[src/rtl/i2c_sync_pkg.sv]
package i2c_sync_pkg;
  localparam int BYTE_W = 8;
  localparam int DEV_W  = 7;
  localparam int BIT_W  = 4;

  typedef enum logic [3:0] {
    ST_IDLE, ST_START, ST_LOW, ST_WAIT, ST_HIGH,
    ST_RS_LOW, ST_RS_WAIT, ST_RS_HIGH,
    ST_SP_LOW, ST_SP_WAIT, ST_SP_HIGH, ST_SP_END
  } state_e;

  typedef enum logic [2:0] {
    PH_ADDR_W, PH_REG, PH_WDATA, PH_ADDR_R, PH_RDATA
  } phase_e;
endpackage

[src/rtl/i2c_sync_sync.sv]
module i2c_sync_sync #(
  parameter int WIDTH  = 2,
  parameter int STAGES = 2
) (
  input  logic             clk_i,
  input  logic             rst_ni,
  input  logic [WIDTH-1:0] d_i,
  output logic [WIDTH-1:0] q_o
);
  logic [STAGES-1:0][WIDTH-1:0] st_q;

  if (STAGES == 1) begin : g_single
    always_ff @(posedge clk_i or negedge rst_ni)
      if (!rst_ni) st_q <= '1;
      else         st_q <= d_i;
  end else begin : g_chain
    always_ff @(posedge clk_i or negedge rst_ni)
      if (!rst_ni) st_q <= '1;
      else         st_q <= {st_q[STAGES-2:0], d_i};
  end

  assign q_o = st_q[STAGES-1];
endmodule

[src/rtl/i2c_sync_timer.sv]
module i2c_sync_timer #(
  parameter int W = 8
) (
  input  logic         clk_i,
  input  logic         rst_ni,
  input  logic         clr_i,
  input  logic [W-1:0] lim_i,
  output logic         exp_o
);
  logic [W-1:0] cnt_q;

  assign exp_o = (cnt_q >= lim_i);

  always_ff @(posedge clk_i or negedge rst_ni)
    if (!rst_ni)     cnt_q <= '0;
    else if (clr_i)  cnt_q <= '0;
    else if (!exp_o) cnt_q <= cnt_q + 1'b1;

  // an expired count stays put until the phase advances
  a_r9_tmr_hold: assert property (@(posedge clk_i) disable iff (!rst_ni)
    (exp_o && !clr_i) |=> $stable(cnt_q));
endmodule

[src/rtl/i2c_sync_wd.sv]
module i2c_sync_wd #(
  parameter int W = 16
) (
  input  logic         clk_i,
  input  logic         rst_ni,
  input  logic         run_i,
  input  logic [W-1:0] lim_i,
  output logic         trip_o
);
  logic [W-1:0] cnt_q;

  assign trip_o = run_i && (cnt_q >= lim_i);

  always_ff @(posedge clk_i or negedge rst_ni)
    if (!rst_ni)                cnt_q <= '0;
    else if (!run_i)            cnt_q <= '0;
    else if (cnt_q != {W{1'b1}}) cnt_q <= cnt_q + 1'b1;

  // the stretch count restarts for every wait
  a_r8_wd_clear: assert property (@(posedge clk_i) disable iff (!rst_ni)
    !run_i |=> (cnt_q == '0));
endmodule

[src/rtl/i2c_sync_master.sv]
module i2c_sync_master
  import i2c_sync_pkg::*;
#(
  parameter int DIV_W       = 8,
  parameter int TO_W        = 16,
  parameter int SYNC_STAGES = 2
) (
  input  logic              clk_i,
  input  logic              rst_ni,
  input  logic [DIV_W-1:0]  low_cyc_i,
  input  logic [DIV_W-1:0]  high_cyc_i,
  input  logic [TO_W-1:0]   stretch_lim_i,
  input  logic              cmd_valid_i,
  input  logic              cmd_rd_i,
  input  logic [DEV_W-1:0]  cmd_dev_i,
  input  logic [BYTE_W-1:0] cmd_reg_i,
  input  logic [BYTE_W-1:0] cmd_wdata_i,
  output logic              busy_o,
  output logic              done_o,
  output logic              nak_o,
  output logic              timeout_o,
  output logic [BYTE_W-1:0] rdata_o,
  input  logic              scl_i,
  output logic              scl_oe_o,
  input  logic              sda_i,
  output logic              sda_oe_o
);
  localparam logic [BIT_W-1:0] ACK_SLOT = BIT_W'(BYTE_W);

  state_e              state_q;
  phase_e              phase_q;
  logic [BIT_W-1:0]    bit_q;
  logic [BYTE_W-1:0]   shift_q, rdata_q, reg_q, wdata_q;
  logic [DEV_W-1:0]    dev_q;
  logic                rd_q, scl_oe_q, sda_oe_q, nak_q, to_q, done_q;

  logic scl_s, sda_s;
  logic [1:0] sync_q;

  i2c_sync_sync #(.WIDTH(2), .STAGES(SYNC_STAGES)) u_sync (
    .clk_i (clk_i), .rst_ni(rst_ni), .d_i({scl_i, sda_i}), .q_o(sync_q));
  assign scl_s = sync_q[1];
  assign sda_s = sync_q[0];

  logic timed_st, wait_st, low_st, tmr_exp, wd_trip, adv;
  logic [DIV_W-1:0] tmr_lim;

  assign low_st   = state_q inside {ST_LOW, ST_RS_LOW, ST_SP_LOW};
  assign wait_st  = state_q inside {ST_WAIT, ST_RS_WAIT, ST_SP_WAIT};
  assign timed_st = !wait_st && (state_q != ST_IDLE);
  assign tmr_lim  = low_st ? low_cyc_i : high_cyc_i;
  assign adv = (state_q == ST_IDLE && cmd_valid_i) || (timed_st && tmr_exp) ||
               (wait_st && (scl_s || wd_trip));

  i2c_sync_timer #(.W(DIV_W)) u_tmr (
    .clk_i(clk_i), .rst_ni(rst_ni), .clr_i(adv), .lim_i(tmr_lim), .exp_o(tmr_exp));

  i2c_sync_wd #(.W(TO_W)) u_wd (
    .clk_i(clk_i), .rst_ni(rst_ni), .run_i(wait_st), .lim_i(stretch_lim_i),
    .trip_o(wd_trip));

  logic is_tx, sda_next;
  assign is_tx    = (phase_q != PH_RDATA);
  assign sda_next = is_tx && (bit_q != ACK_SLOT) && !shift_q[BYTE_W-1];

  always_ff @(posedge clk_i or negedge rst_ni) begin
    if (!rst_ni) begin
      state_q  <= ST_IDLE;
      phase_q  <= PH_ADDR_W;
      bit_q    <= '0;
      shift_q  <= '0;
      rdata_q  <= '0;
      reg_q    <= '0;
      wdata_q  <= '0;
      dev_q    <= '0;
      rd_q     <= 1'b0;
      scl_oe_q <= 1'b0;
      sda_oe_q <= 1'b0;
      nak_q    <= 1'b0;
      to_q     <= 1'b0;
      done_q   <= 1'b0;
    end else begin
      done_q <= 1'b0;
      if (wait_st && wd_trip) begin
        scl_oe_q <= 1'b0;
        sda_oe_q <= 1'b0;
        to_q     <= 1'b1;
        done_q   <= 1'b1;
        state_q  <= ST_IDLE;
      end else begin
        unique case (state_q)
          ST_IDLE: if (cmd_valid_i) begin
            dev_q    <= cmd_dev_i;
            reg_q    <= cmd_reg_i;
            wdata_q  <= cmd_wdata_i;
            rd_q     <= cmd_rd_i;
            phase_q  <= PH_ADDR_W;
            shift_q  <= {cmd_dev_i, 1'b0};
            bit_q    <= '0;
            nak_q    <= 1'b0;
            to_q     <= 1'b0;
            sda_oe_q <= 1'b1;           // START: SDA falls, SCL high
            state_q  <= ST_START;
          end
          ST_START: if (tmr_exp) begin
            scl_oe_q <= 1'b1;
            state_q  <= ST_LOW;
          end
          ST_LOW: begin
            sda_oe_q <= sda_next;       // SCL already low here
            if (tmr_exp) begin
              scl_oe_q <= 1'b0;
              state_q  <= ST_WAIT;
            end
          end
          ST_WAIT: if (scl_s) state_q <= ST_HIGH;
          ST_HIGH: if (tmr_exp) begin
            scl_oe_q <= 1'b1;
            state_q  <= ST_LOW;
            if (bit_q != ACK_SLOT) begin
              bit_q   <= bit_q + 1'b1;
              shift_q <= is_tx ? {shift_q[BYTE_W-2:0], 1'b0}
                               : {shift_q[BYTE_W-2:0], sda_s};
            end else begin
              bit_q <= '0;
              if (is_tx && sda_s) begin
                nak_q   <= 1'b1;
                state_q <= ST_SP_LOW;
              end else begin
                unique case (phase_q)
                  PH_ADDR_W: begin phase_q <= PH_REG; shift_q <= reg_q; end
                  PH_REG: if (rd_q) state_q <= ST_RS_LOW;
                          else begin phase_q <= PH_WDATA; shift_q <= wdata_q; end
                  PH_WDATA: state_q <= ST_SP_LOW;
                  PH_ADDR_R: begin phase_q <= PH_RDATA; shift_q <= '0; end
                  PH_RDATA: begin rdata_q <= shift_q; state_q <= ST_SP_LOW; end
                  default: state_q <= ST_SP_LOW;
                endcase
              end
            end
          end
          ST_RS_LOW: begin
            sda_oe_q <= 1'b0;
            if (tmr_exp) begin
              scl_oe_q <= 1'b0;
              state_q  <= ST_RS_WAIT;
            end
          end
          ST_RS_WAIT: if (scl_s) state_q <= ST_RS_HIGH;
          ST_RS_HIGH: if (tmr_exp) begin
            sda_oe_q <= 1'b1;           // repeated START
            phase_q  <= PH_ADDR_R;
            shift_q  <= {dev_q, 1'b1};
            state_q  <= ST_START;
          end
          ST_SP_LOW: begin
            sda_oe_q <= 1'b1;
            if (tmr_exp) begin
              scl_oe_q <= 1'b0;
              state_q  <= ST_SP_WAIT;
            end
          end
          ST_SP_WAIT: if (scl_s) state_q <= ST_SP_HIGH;
          ST_SP_HIGH: if (tmr_exp) begin
            sda_oe_q <= 1'b0;           // STOP: SDA rises, SCL high
            state_q  <= ST_SP_END;
          end
          ST_SP_END: if (tmr_exp) begin
            done_q  <= 1'b1;
            state_q <= ST_IDLE;
          end
          default: state_q <= ST_IDLE;
        endcase
      end
    end
  end

  assign busy_o    = (state_q != ST_IDLE);
  assign done_o    = done_q;
  assign nak_o     = nak_q;
  assign timeout_o = to_q;
  assign rdata_o   = rdata_q;
  assign scl_oe_o  = scl_oe_q;
  assign sda_oe_o  = sda_oe_q;

  logic bit_phase;
  assign bit_phase = state_q inside {ST_LOW, ST_WAIT, ST_HIGH};

  a_r10_done_pulse: assert property (@(posedge clk_i) disable iff (!rst_ni)
    done_o |=> !done_o);
  a_r10_done_idle: assert property (@(posedge clk_i) disable iff (!rst_ni)
    done_o |-> !busy_o);
  a_r5_sda_hold: assert property (@(posedge clk_i) disable iff (!rst_ni)
    (bit_phase && !scl_oe_o) |-> $stable(sda_oe_o));
  a_r8_release: assert property (@(posedge clk_i) disable iff (!rst_ni)
    (done_o && timeout_o) |-> (!scl_oe_o && !sda_oe_o && !nak_o));
endmodule

[config.mk]
export PLATFORM = sky130hd
export DESIGN_NAME = i2c_sync_master
export DESIGN_NICKNAME = d
export VERILOG_FILES = /design/src/rtl/i2c_sync_pkg.sv /design/src/rtl/i2c_sync_sync.sv /design/src/rtl/i2c_sync_timer.sv /design/src/rtl/i2c_sync_wd.sv /design/src/rtl/i2c_sync_master.sv
export SDC_FILE = /design/constraint.sdc
export NUM_CORES = 1
export LEC_CHECK = 0
export ABC_CLOCK_PERIOD_IN_PS = 3500
export BUFFER_PORTS_ARGS = -buffer_cell sky130_fd_sc_hd__buf_2
export CAP_MARGIN = 20
export CORE_ASPECT_RATIO = 1.2
export CORE_MARGIN = 4
export CORE_UTILIZATION = 52
export DETAILED_ROUTE_END_ITERATION = 7
export GPL_TIMING_DRIVEN = 0
export PLACE_DENSITY_LB_ADDON = 0.15
export SLEW_MARGIN = 5
export SYNTH_ARGS = -nofsm -noshare
export SYNTH_HDL_FRONTEND = slang
export SYNTH_SLANG_ARGS = --single-unit
[constraint.sdc]
create_clock -name clk_i -period 3.5 [get_ports clk_i]
set_input_delay 0.7 -clock clk_i [delete_from_list [all_inputs] [get_ports clk_i]]
set_output_delay 0.7 -clock clk_i [all_outputs]
set_load 0.02 [all_outputs]
[After elaboration in Yosys (flattened, before gate mapping)]
Index checks and enable logic that the tools add are counted.
Word-level totals
  word-level logic and storage cells: 169
  register bits after elaboration: 84
Cells by class
  order comparisons: 2
  bitwise logic cells: 3
  reduce and logical (&&, ||, !) cells: 38
  muxes and demuxes: 61
  equality and inequality tests: 44
  add/sub/neg operators: 3
Operators with widths (number)
  4-bit 2-to-1 mux: 18
  8-bit 2-to-1 mux: 9
  4-bit one-hot mux with 12 select lines: 1
  8-bit one-hot mux with 3 select lines: 2
  16-bit 2-to-1 mux: 2
  3-bit != test (second input constant): 8
  3-bit 2-to-1 mux: 7
  3-bit one-hot mux with 3 select lines: 2
  16-bit by 1-bit adder with 16-bit output (second input constant): 1
  4-bit by 3-bit equality test with 1-bit output (second input constant): 4
  4-bit equality test (second input constant): 4
  16-bit >= comparator: 1
  16-bit != test (second input constant): 1
  4-bit one-hot mux with 2 select lines: 2
  1-bit 2-to-1 mux: 15
  3-bit by 2-bit != test with 1-bit output (second input constant): 5
  2-bit != test (second input constant): 7
  3-bit by 1-bit != test with 1-bit output (second input constant): 4
  12-bit AND reduction: 1
  6-bit AND reduction: 2
  3-bit nonzero test: 4
  1-bit logical AND: 9
  9-bit AND reduction: 1
  8-bit by 1-bit adder with 8-bit output (second input constant): 1
  27 further kinds: 40

[Depth between registers and ports, before layout]
Gate-level depths: netlist (run 1).
  depth after elaboration: 8
  gate-level depth with buffers: 15
  depth with buffers taken out: 12

[Hierarchy]
Synthesis (run 1) repeated with hierarchy kept, for this count alone.
Second synthesis, totals
  cells, all modules: 537
  area, all modules: 5240.0 um^2
Modules (own cells, without submodules)
  i2c_sync_master: seq. area each 1401.3 um^2, area each 3270.6 um^2, times used 1, cells each 326
  i2c_sync_wd: seq. area each 400.4 um^2, area each 1260.0 um^2, times used 1, cells each 140
  i2c_sync_timer: seq. area each 200.2 um^2, area each 589.3 um^2, times used 1, cells each 65
  i2c_sync_sync: seq. area each 105.1 um^2, area each 120.1 um^2, times used 1, cells each 6

[Worst setup path after synthesis (run 1)]
Ideal clock, no wire load.
  path type: register -> register
  start point: register state_q[0]
  end point: register shift_q[0]
  path slack: 101 ps
  clock period less this slack: 3399 ps
  data arrival time: 3274 ps
  setup time: 125 ps
  cell stages (with the launch flop): 16
  cells stage by stage: dfrtp_1 -> buf_2 -> buf_2 -> a22oi_1 -> nor2_1 -> a31oi_2 -> mux2_2 -> ha_1 -> nor2b_1 -> o21ai_0 -> a21oi_1 -> buf_2 -> a21oi_1 -> and3_1 -> buf_2 -> mux2_2
Between the ends
  cells in the longest elaborated chain, start to end: 6
Ends and longest elaborated chain
  start, declared: line i2c_sync_master.sv:30  | state_e state_q;
  start signal, assigned: line i2c_sync_master.sv:68  | state_q <= ST_IDLE;
  start signal, assigned: line i2c_sync_master.sv:89  | state_q <= ST_IDLE;
  start signal, assigned: line i2c_sync_master.sv:103  | state_q <= ST_START;
  4-bit by 2-bit equality test with 1-bit output, or another cell as far along: line i2c_sync_master.sv:48  | assign low_st = state_q inside {ST_LOW, ST_RS_LOW, ST_SP_LOW};
  3-bit nonzero test (on tied branches): line i2c_sync_master.sv:48, i2c_sync_master.sv:49
  8-bit 2-to-1 mux / 1-bit logical AND (equally long branches): line i2c_sync_master.sv:51, i2c_sync_wd.sv:12
  8-bit >= comparator / 1-bit logical AND (equally long branches): line i2c_sync_timer.sv:12, i2c_sync_master.sv:84
  2-bit != test (no line) / 1-bit inverter (equally long branches)
  8-bit AND reduction (no line)
  end signal, assigned: line i2c_sync_master.sv:98  | shift_q <= {cmd_dev_i, 1'b0};
  end signal, assigned: line i2c_sync_master.sv:122  | shift_q <= is_tx ? {shift_q[BYTE_W-2:0], 1'b0}
  end signal, assigned: line i2c_sync_master.sv:153  | shift_q <= {dev_q, 1'b1};
  end, declared: line i2c_sync_master.sv:33  | logic [BYTE_W-1:0] shift_q, rdata_q, reg_q, wdata_q;
Several ways; a longest one is shown, not always the timed one.
A chain may end at the register's enable or synchronous reset.

[Worst setup path in the final report (run 1)]
  start point: register state_q[0]
  end point: register shift_q[6]
Same word-level chain as after synthesis.

==> results.txt, run 1 <==
----------------------------------------------------
[Die]
  Die W ... 96.3 um
  Die Area ... ~0.011 mm^2
  Number of top-level pins ... 75
  Vertical die dimension ... between 100 and 150 um
  Cell Rows ... 38
  Starting Density ... 0.535
  Core footprint ... 0.00908 mm^2

[CTS]
  # clock sinks ... 84
  Source-to-sink clock delay at the later pin of the worst-skew pair ... 0.36 ns
  Clock buffer count from CTS ... 9
  Root cell of the clock tree ... clkbuf_8
  Clock tree buffer depth ... 2
  Post-CTS clock slew at the launch and capture registers of the worst setup and hold paths ... around 0.08 ns
  Clock tree from TritonCTS ... built
  H-Tree Depth ... 3

[Layout]
  Share of cells above drive strength 1 ... 0.315
  NumNets Final ... around 660
  Area growth from synthesis to layout ... 19.2%
  Inserted Diodes ... 0

[Logic synthesis]
  Share of synthesized area occupied by flip-flops and latches ... 0.433
  Syn Area/Cell ... around 10 um^2
  Seq cells post-synth ... 84
  Leading cell type by number of instances after synthesis ... dfrtp_1
  Number of nets produced by synthesis ... ~560
  Count of flip-flops with a built-in enable after synthesis ... 0
  Most area-consuming cells after synthesis ... dfrtp_1 (41%), mux2_2 (10%), ha_1 (7.2%)
  Async set-or-reset flop fraction in the synthesized netlist ... 1.00
  List of most frequent post-synthesis cells ... dfrtp_1 (80), nor2_1 (47), mux2_2 (45)
  Ys flop type ... dfrtp_1
  Top cell type's share of synthesized area ... 0.412
  Cell count after synthesis ... roughly 470
  Number of different library cells in the post-synthesis netlist ... a little under 60
  Synth area leader ... dfrtp_1
  Synthesized cell area ... 0.00486 mm^2
  Total of warnings raised by yosys ... 0

[Global routing]
  Global-route wire length before repair ... roughly 18 mm
  Maximum number of pins on one net before global-route repair ... 50
  Overall overflow remaining after global route ... 0
  Initial antenna violation count ... 0
  Vias in the first global route ... between 3,000 and 4,000
  Overall global routing resource usage ... 0.215

[STA]
  Clock Skew ... roughly 0.010 ns
  Setup slack after layout ... between 0.1 and 0.15 ns
  Achievable Freq ... 297 MHz
  Final setup viols ... 0
  Final max-slew violation count ... 0
  Share of the cycle needed by the critical path after routing ... 0.964
  Post-Route Setup TNS ... 0 ns
  Least-Margin Pin Slew ... between 0.7 and 0.8 ns
  Relative slew slack ... 0.525
  Final Hold Fails ... 0
  Post-route minimum period ... about 3.4 ns

[Route]
  Count of unresolved DRC violations after routing ... 0
  Avg Vias per Cell ... approximately 5.6
  DR vias ... around 3,900
  Detailed router's first-iteration violation count ... between 200 and 300
  Number of nets still failing antenna checks after routing ... 0
  Detailed-router iteration count before antenna repair ... 4
  Wire length per cell ... about 16 um
  Total Routed Length ... roughly 11 mm

[Critical path]
  Critical Setup Path Class ... reg -> reg
  Critical path launch point type ... flip-flop
  Endpoint required time on the critical path ... 3.76 ns
  Most used cell, CP ... buf_6
  Startpoint of the worst setup timing path ... state_q[0]
  Delay-heaviest family, CP ... compound AO/OA/AOI/OAI gates
  Number of cells traversed by the worst register-to-register path ... 15
  Critical Path Stages ... 15
  RR Endpoint ... shift_q[6]
  Top fanout value on the critical path ... 10
  Endpoint type of the worst setup path ... flip-flop
  Register-to-register setup slack ... about 0.13 ns
  Data arrival time at the worst-slack endpoint ... 3.63 ns
  CP Cell Sequence ... buf_2, buf_6, a22oi_2, nor2_2, a31oi_4, mux2_2, ha_1, nor2b_1, o21ai_2, a21oi_2, buf_6, a21oi_1, and3_1, buf_6, mux2_2
  Bufs and invs on worst path ... 4
  Launch instance of the worst register-to-register path ... state_q[0]
  Critical Path Max Stage Delay ... 0.37 ns
  Worst setup path end ... shift_q[6]
  Slowest stage cell on the critical path ... mux2_2

[Placed design]
  HPWL Detailed ... around 8.2 mm
  GPL Wtd Cong ... 0.879
  Worst slack, placed ... -0.535 ns
  Number of input and output port buffers inserted ... between 70 and 80

[Worst hold path]
  Worst min path class ... in -> async

[Power]
  Maximum vdd drop ... 0.381 mV
  Leak pwr ... roughly 2.8 nW
  Total power ... a little under 4 mW
  Power density relative to cell area ... around 700 mW/mm^2

[Outcome]
  Run status ... finished, final reports clean

[Job]
  Max-capacitance violation count ... 0

----------------------------------------------------
## worst register-to-register path, cell delays in order (launching register included)
cell and delay [ns]:
dfrtp_1 0.36, buf_2 0.17, buf_6 0.16, a22oi_2 0.28
nor2_2 0.08, a31oi_4 0.23, mux2_2 0.37, ha_1 0.28
nor2b_1 0.16, o21ai_2 0.09, a21oi_2 0.24, buf_6 0.16
a21oi_1 0.08, and3_1 0.21, buf_6 0.14, mux2_2 0.27
## state kept, by name, indices dropped and copies added, names as in the netlist
name and count:
done_o 1, timeout_o 1, phase_q 3, u_sync.q_o 2, shift_q 8, sda_oe_o 1
bit_q 4, dev_q 7, u_tmr.cnt_q 8, state_q 4, wdata_q 8, nak_o 1
reg_q 8, scl_oe_o 1, u_sync.st_q 2, rdata_o 8, rd_q 1, u_wd.cnt_q 16
## worst min path at each step
stage                   start             end  slack, ns
6_report               rst_ni       timeout_o       0.29
5_1_grt                rst_ni  u_tmr.cnt_q[3]       0.32
4_1_cts                rst_ni       timeout_o       0.30
3_5_place_dp   u_sync.st_q[0]   u_sync.q_o[0]       0.35
3_3_place_gp   u_sync.st_q[0]   u_sync.q_o[0]       0.35
2_1_floorplan  u_sync.st_q[0]   u_sync.q_o[0]       0.35
## cells by family after synthesis
| group | Yosys count | share of synthesized area |
|---|---|---|
| AO/OA/AOI/OAI | 80 | 0.124 |
| XOR/XNOR | 21 | 0.0378 |
| adder cells (fa/ha/maj) | 28 | 0.0721 |
| buffers and inverters | 47 | 0.0399 |
| flip-flops | 84 | 0.433 |
| multiplexers | 56 | 0.127 |
| AND/OR/NAND/NOR | 156 | 0.166 |
## layout make-up
type	instances	area (um^2)
plain buffers	20	111
well taps	120	150
repair buffers	85	489
clock inverters	4	72.6
clock buffers	12	155
inverters	26	97.6
fillers	760	3290
multi-input cells	341	2610
flip-flops and latches	84	2110
## metal layers
layer,part of all wire,GRT usage
met1,0.42,0.266
met2,0.50,0.363
met3,0.049,0.0284
met4,0.025,0.105
met5,0,0
## power breakdown
part / internal [mW] / switching, mW
Clock: 0.440 / 0.345
Sequential: 1.25 / 0.184
Combinational: 0.813 / 0.915
## layout by cell type (no fill, tap or decap), drive strengths merged, types with 14 or more instances in the layout
cell,n
a211oi,14
clkbuf,22
nor2,48
a21oi,15
mux2,45
nor3,20
buf,95
inv,26
and3,14
ha,28
dfrtp,80
nand3,15
nand2,28
xor2,15
## per-stage QoR
stage               std cells  hold WS (ns)  cell area, um^2   util
floorplan                 472         0.345             4860      -
global placement          666         0.347             5380  0.593
CTS                       686         0.298             5710  0.629
finish                    692         0.293             5790  0.638
global route              692         0.320             5790  0.638
detailed placement        667         0.347             5410  0.596
## repair_timing
item	CTS	global route
cloned	0	1
pin swaps	2	3
resized for setup	10	12
endpoints found under the setup margin	39	34
buffers inserted	3	6
hold buffers	0	0
(Power assumes the default switching activity.)
==> run 2: changes to the inputs <==
--- a/config.mk
+++ b/config.mk
@@ -13,7 +13,7 @@
 export CORE_UTILIZATION = 52
 export DETAILED_ROUTE_END_ITERATION = 7
 export GPL_TIMING_DRIVEN = 0
-export PLACE_DENSITY_LB_ADDON = 0.15
+export PLACE_DENSITY = 0.77
 export SLEW_MARGIN = 5
 export SYNTH_ARGS = -nofsm -noshare
 export SYNTH_HDL_FRONTEND = slang
==> results.txt, run 2 (synthesized netlist as in run 1, its figures left out) <==
----------------------------------------------------
[Layout]
  NumNets Final ... between 600 and 700
  Most used cells in the layout excluding fill and tap cells ... dfrtp_1 (78), buf_2 (75), nor2_1 (46)
  Area growth from synthesis to layout ... 18.1%
  Share of cells above drive strength 1 ... 0.313
  Final cell area excluding filler cells ... roughly 0.0057 mm^2
  Register with the most flip-flops ... u_wd.cnt_q
  Most common cell after layout, fill and taps aside ... dfrtp_1
  Area of the multi-input gates ... 0.00260 mm^2
  Post-Route Utilization ... 0.632
  Inserted Diodes ... 0
  Final non-filler cell total ... 691
  Register Area ... around 0.0021 mm^2
  Number of flip-flops in the largest register ... 16
  Total of fill cells in the finished design ... approximately 740

[Route]
  Total Routed Length ... 11.1 mm
  Detailed-router iteration count before antenna repair ... 5
  DR vias ... a little over 4,000
  Wire length per cell ... approximately 16 um
  Count of unresolved DRC violations after routing ... 0
  Avg Vias per Cell ... slightly below 6
  Detailed router's first-iteration violation count ... about 360
  Number of nets still failing antenna checks after routing ... 0

[STA]
  Achievable Freq ... between 300 and 400 MHz
  Post-Route Setup TNS ... 0 ns
  Relative slew slack ... 0.547
  Share of the cycle needed by the critical path after routing ... 0.951
  Final setup viols ... 0
  Final Hold Fails ... 0
  Final max-slew violation count ... 0
  Clock Skew ... between 0.01 and 0.015 ns
  Least-Margin Pin Slew ... just under 0.7 ns
  Post-route minimum period ... 3.33 ns

[Job]
  Max-capacitance violation count ... 0

[Global routing]
  Overall global routing resource usage ... 0.215
  Initial antenna violation count ... 0
  Maximum number of pins on one net before global-route repair ... between 60 and 70
  Vias in the first global route ... ~4,100
  Global-route wire length before repair ... between 15 and 20 mm
  Overall overflow remaining after global route ... 0

[Die]
  Vertical die dimension ... 114 um
  Starting Density ... 0.535
  Die W ... 96.3 um
  Die Area ... 0.0110 mm^2
  Core footprint ... approximately 0.009 mm^2
  Cell Rows ... 38
  Number of top-level pins ... 75

[Critical path]
  Endpoint type of the worst setup path ... flip-flop
  Critical Setup Path Class ... reg -> reg
  Top fanout value on the critical path ... 8
  Delay-heaviest family, CP ... compound AO/OA/AOI/OAI gates
  Critical path launch point type ... flip-flop
  CP Cell Sequence ... nor2b_4, a22oi_2, nor2_1, a31oi_4, mux2_4, ha_1, nor2b_1, o21ai_1, a21oi_2, buf_4, nand2b_2, nor3_4, buf_12, mux2_2
  Critical Path Max Stage Delay ... roughly 0.47 ns
  Data arrival time at the worst-slack endpoint ... around 3.6 ns
  Endpoint required time on the critical path ... about 3.7 ns
  Slowest stage cell on the critical path ... dfrtp_2
  Bufs and invs on worst path ... 2

[Power]
  Leak pwr ... around 2.8 nW
  Maximum vdd drop ... approximately 0.39 mV
  Power density relative to cell area ... ~660 mW/mm^2
  Total power ... ~3.8 mW

[Outcome]
  Run status ... finished, final reports clean

[CTS]
  Source-to-sink clock delay at the later pin of the worst-skew pair ... around 0.35 ns
  Post-CTS clock slew at the launch and capture registers of the worst setup and hold paths ... 0.09 ns
  Clock tree buffer depth ... 2
  Hold buffer count at CTS ... 0
  # clock sinks ... 84
  Clock buffer count from CTS ... 9
  Root cell of the clock tree ... clkbuf_8
  H-Tree Depth ... 3
  Clock tree from TritonCTS ... built

[Placed design]
  GPL Wtd Cong ... between 0.8 and 0.9
  Placed standard-cell area ... 0.00541 mm^2
  Number of input and output port buffers inserted ... between 70 and 80
  HPWL Detailed ... 8.21 mm
  DP Cell Count ... around 670

[Worst hold path]
  Worst min path class ... in -> async

----------------------------------------------------
==> run 2: path summary, 6_finish.rpt <==
kind / slack, ns / depth (start not counted) / to / start
worst max-delay path: 0.17 / 14 / rdata_o[2] / state_q[2]
worst min register to register: 0.36 / 0 / u_sync.q_o[1] / u_sync.st_q[1]
min in group clk_i: 0.36 / 0 / u_sync.q_o[1] / u_sync.st_q[1]
max in group asynchronous: 2.66 / 2 / state_q[0] / rst_ni
worst max register to register: 0.17 / 14 / rdata_o[2] / state_q[2]
worst min-delay path: 0.22 / 1 / nak_o / rst_ni
==> run 2: report_power, final <==
group | switching [mW] | internal (mW) | total (mW) | leakage, nW
Clock | 0.364 | 0.282 | 0.646 | 0.0893
Combinational | 0.885 | 0.812 | 1.70 | 1.60
Sequential | 0.211 | 1.25 | 1.46 | 1.07
Total | 1.46 | 2.35 | 3.81 | 2.76
==> run 2: final cells by class <==
cell class                 count  area share
buffer                        18      0.0168
clock buffer                  10      0.0240
clock inverter                 6     0.00806
inverter                      26      0.0170
multi-input combinational    341       0.454
sequential                    84       0.367
tap                          120      0.0262
timing repair buffer          86      0.0870
==> run 2: metal layers <==
layer,wire length [um],track usage,share of wire,vias to the layer above
li1,-,-,-,1897
met2,5490,0.360,0.49,146
met5,0,0,0,-
met3,709,0.0442,0.064,23
met4,272,0.0816,0.025,0
met1,4630,0.271,0.42,1970
==> run 2: repair_timing <==
| action | in CTS | in global routing |
|---|---|---|
| cloned | 0 | 0 |
| setup buffers | 5 | 6 |
| gates resized for setup | 5 | 16 |
| pin swaps | 2 | 4 |
| setup endpoints to repair | 39 | 38 |
==> run 2: through the flow <==
step | setup WS [ns] | hold slack [ns]
finish | 0.170 | 0.219
floorplan | 0.101 | 0.345
global placement | -0.350 | 0.347
detailed placement | -0.465 | 0.348
CTS | 0.0161 | 0.222
global route | -0.0270 | 0.226
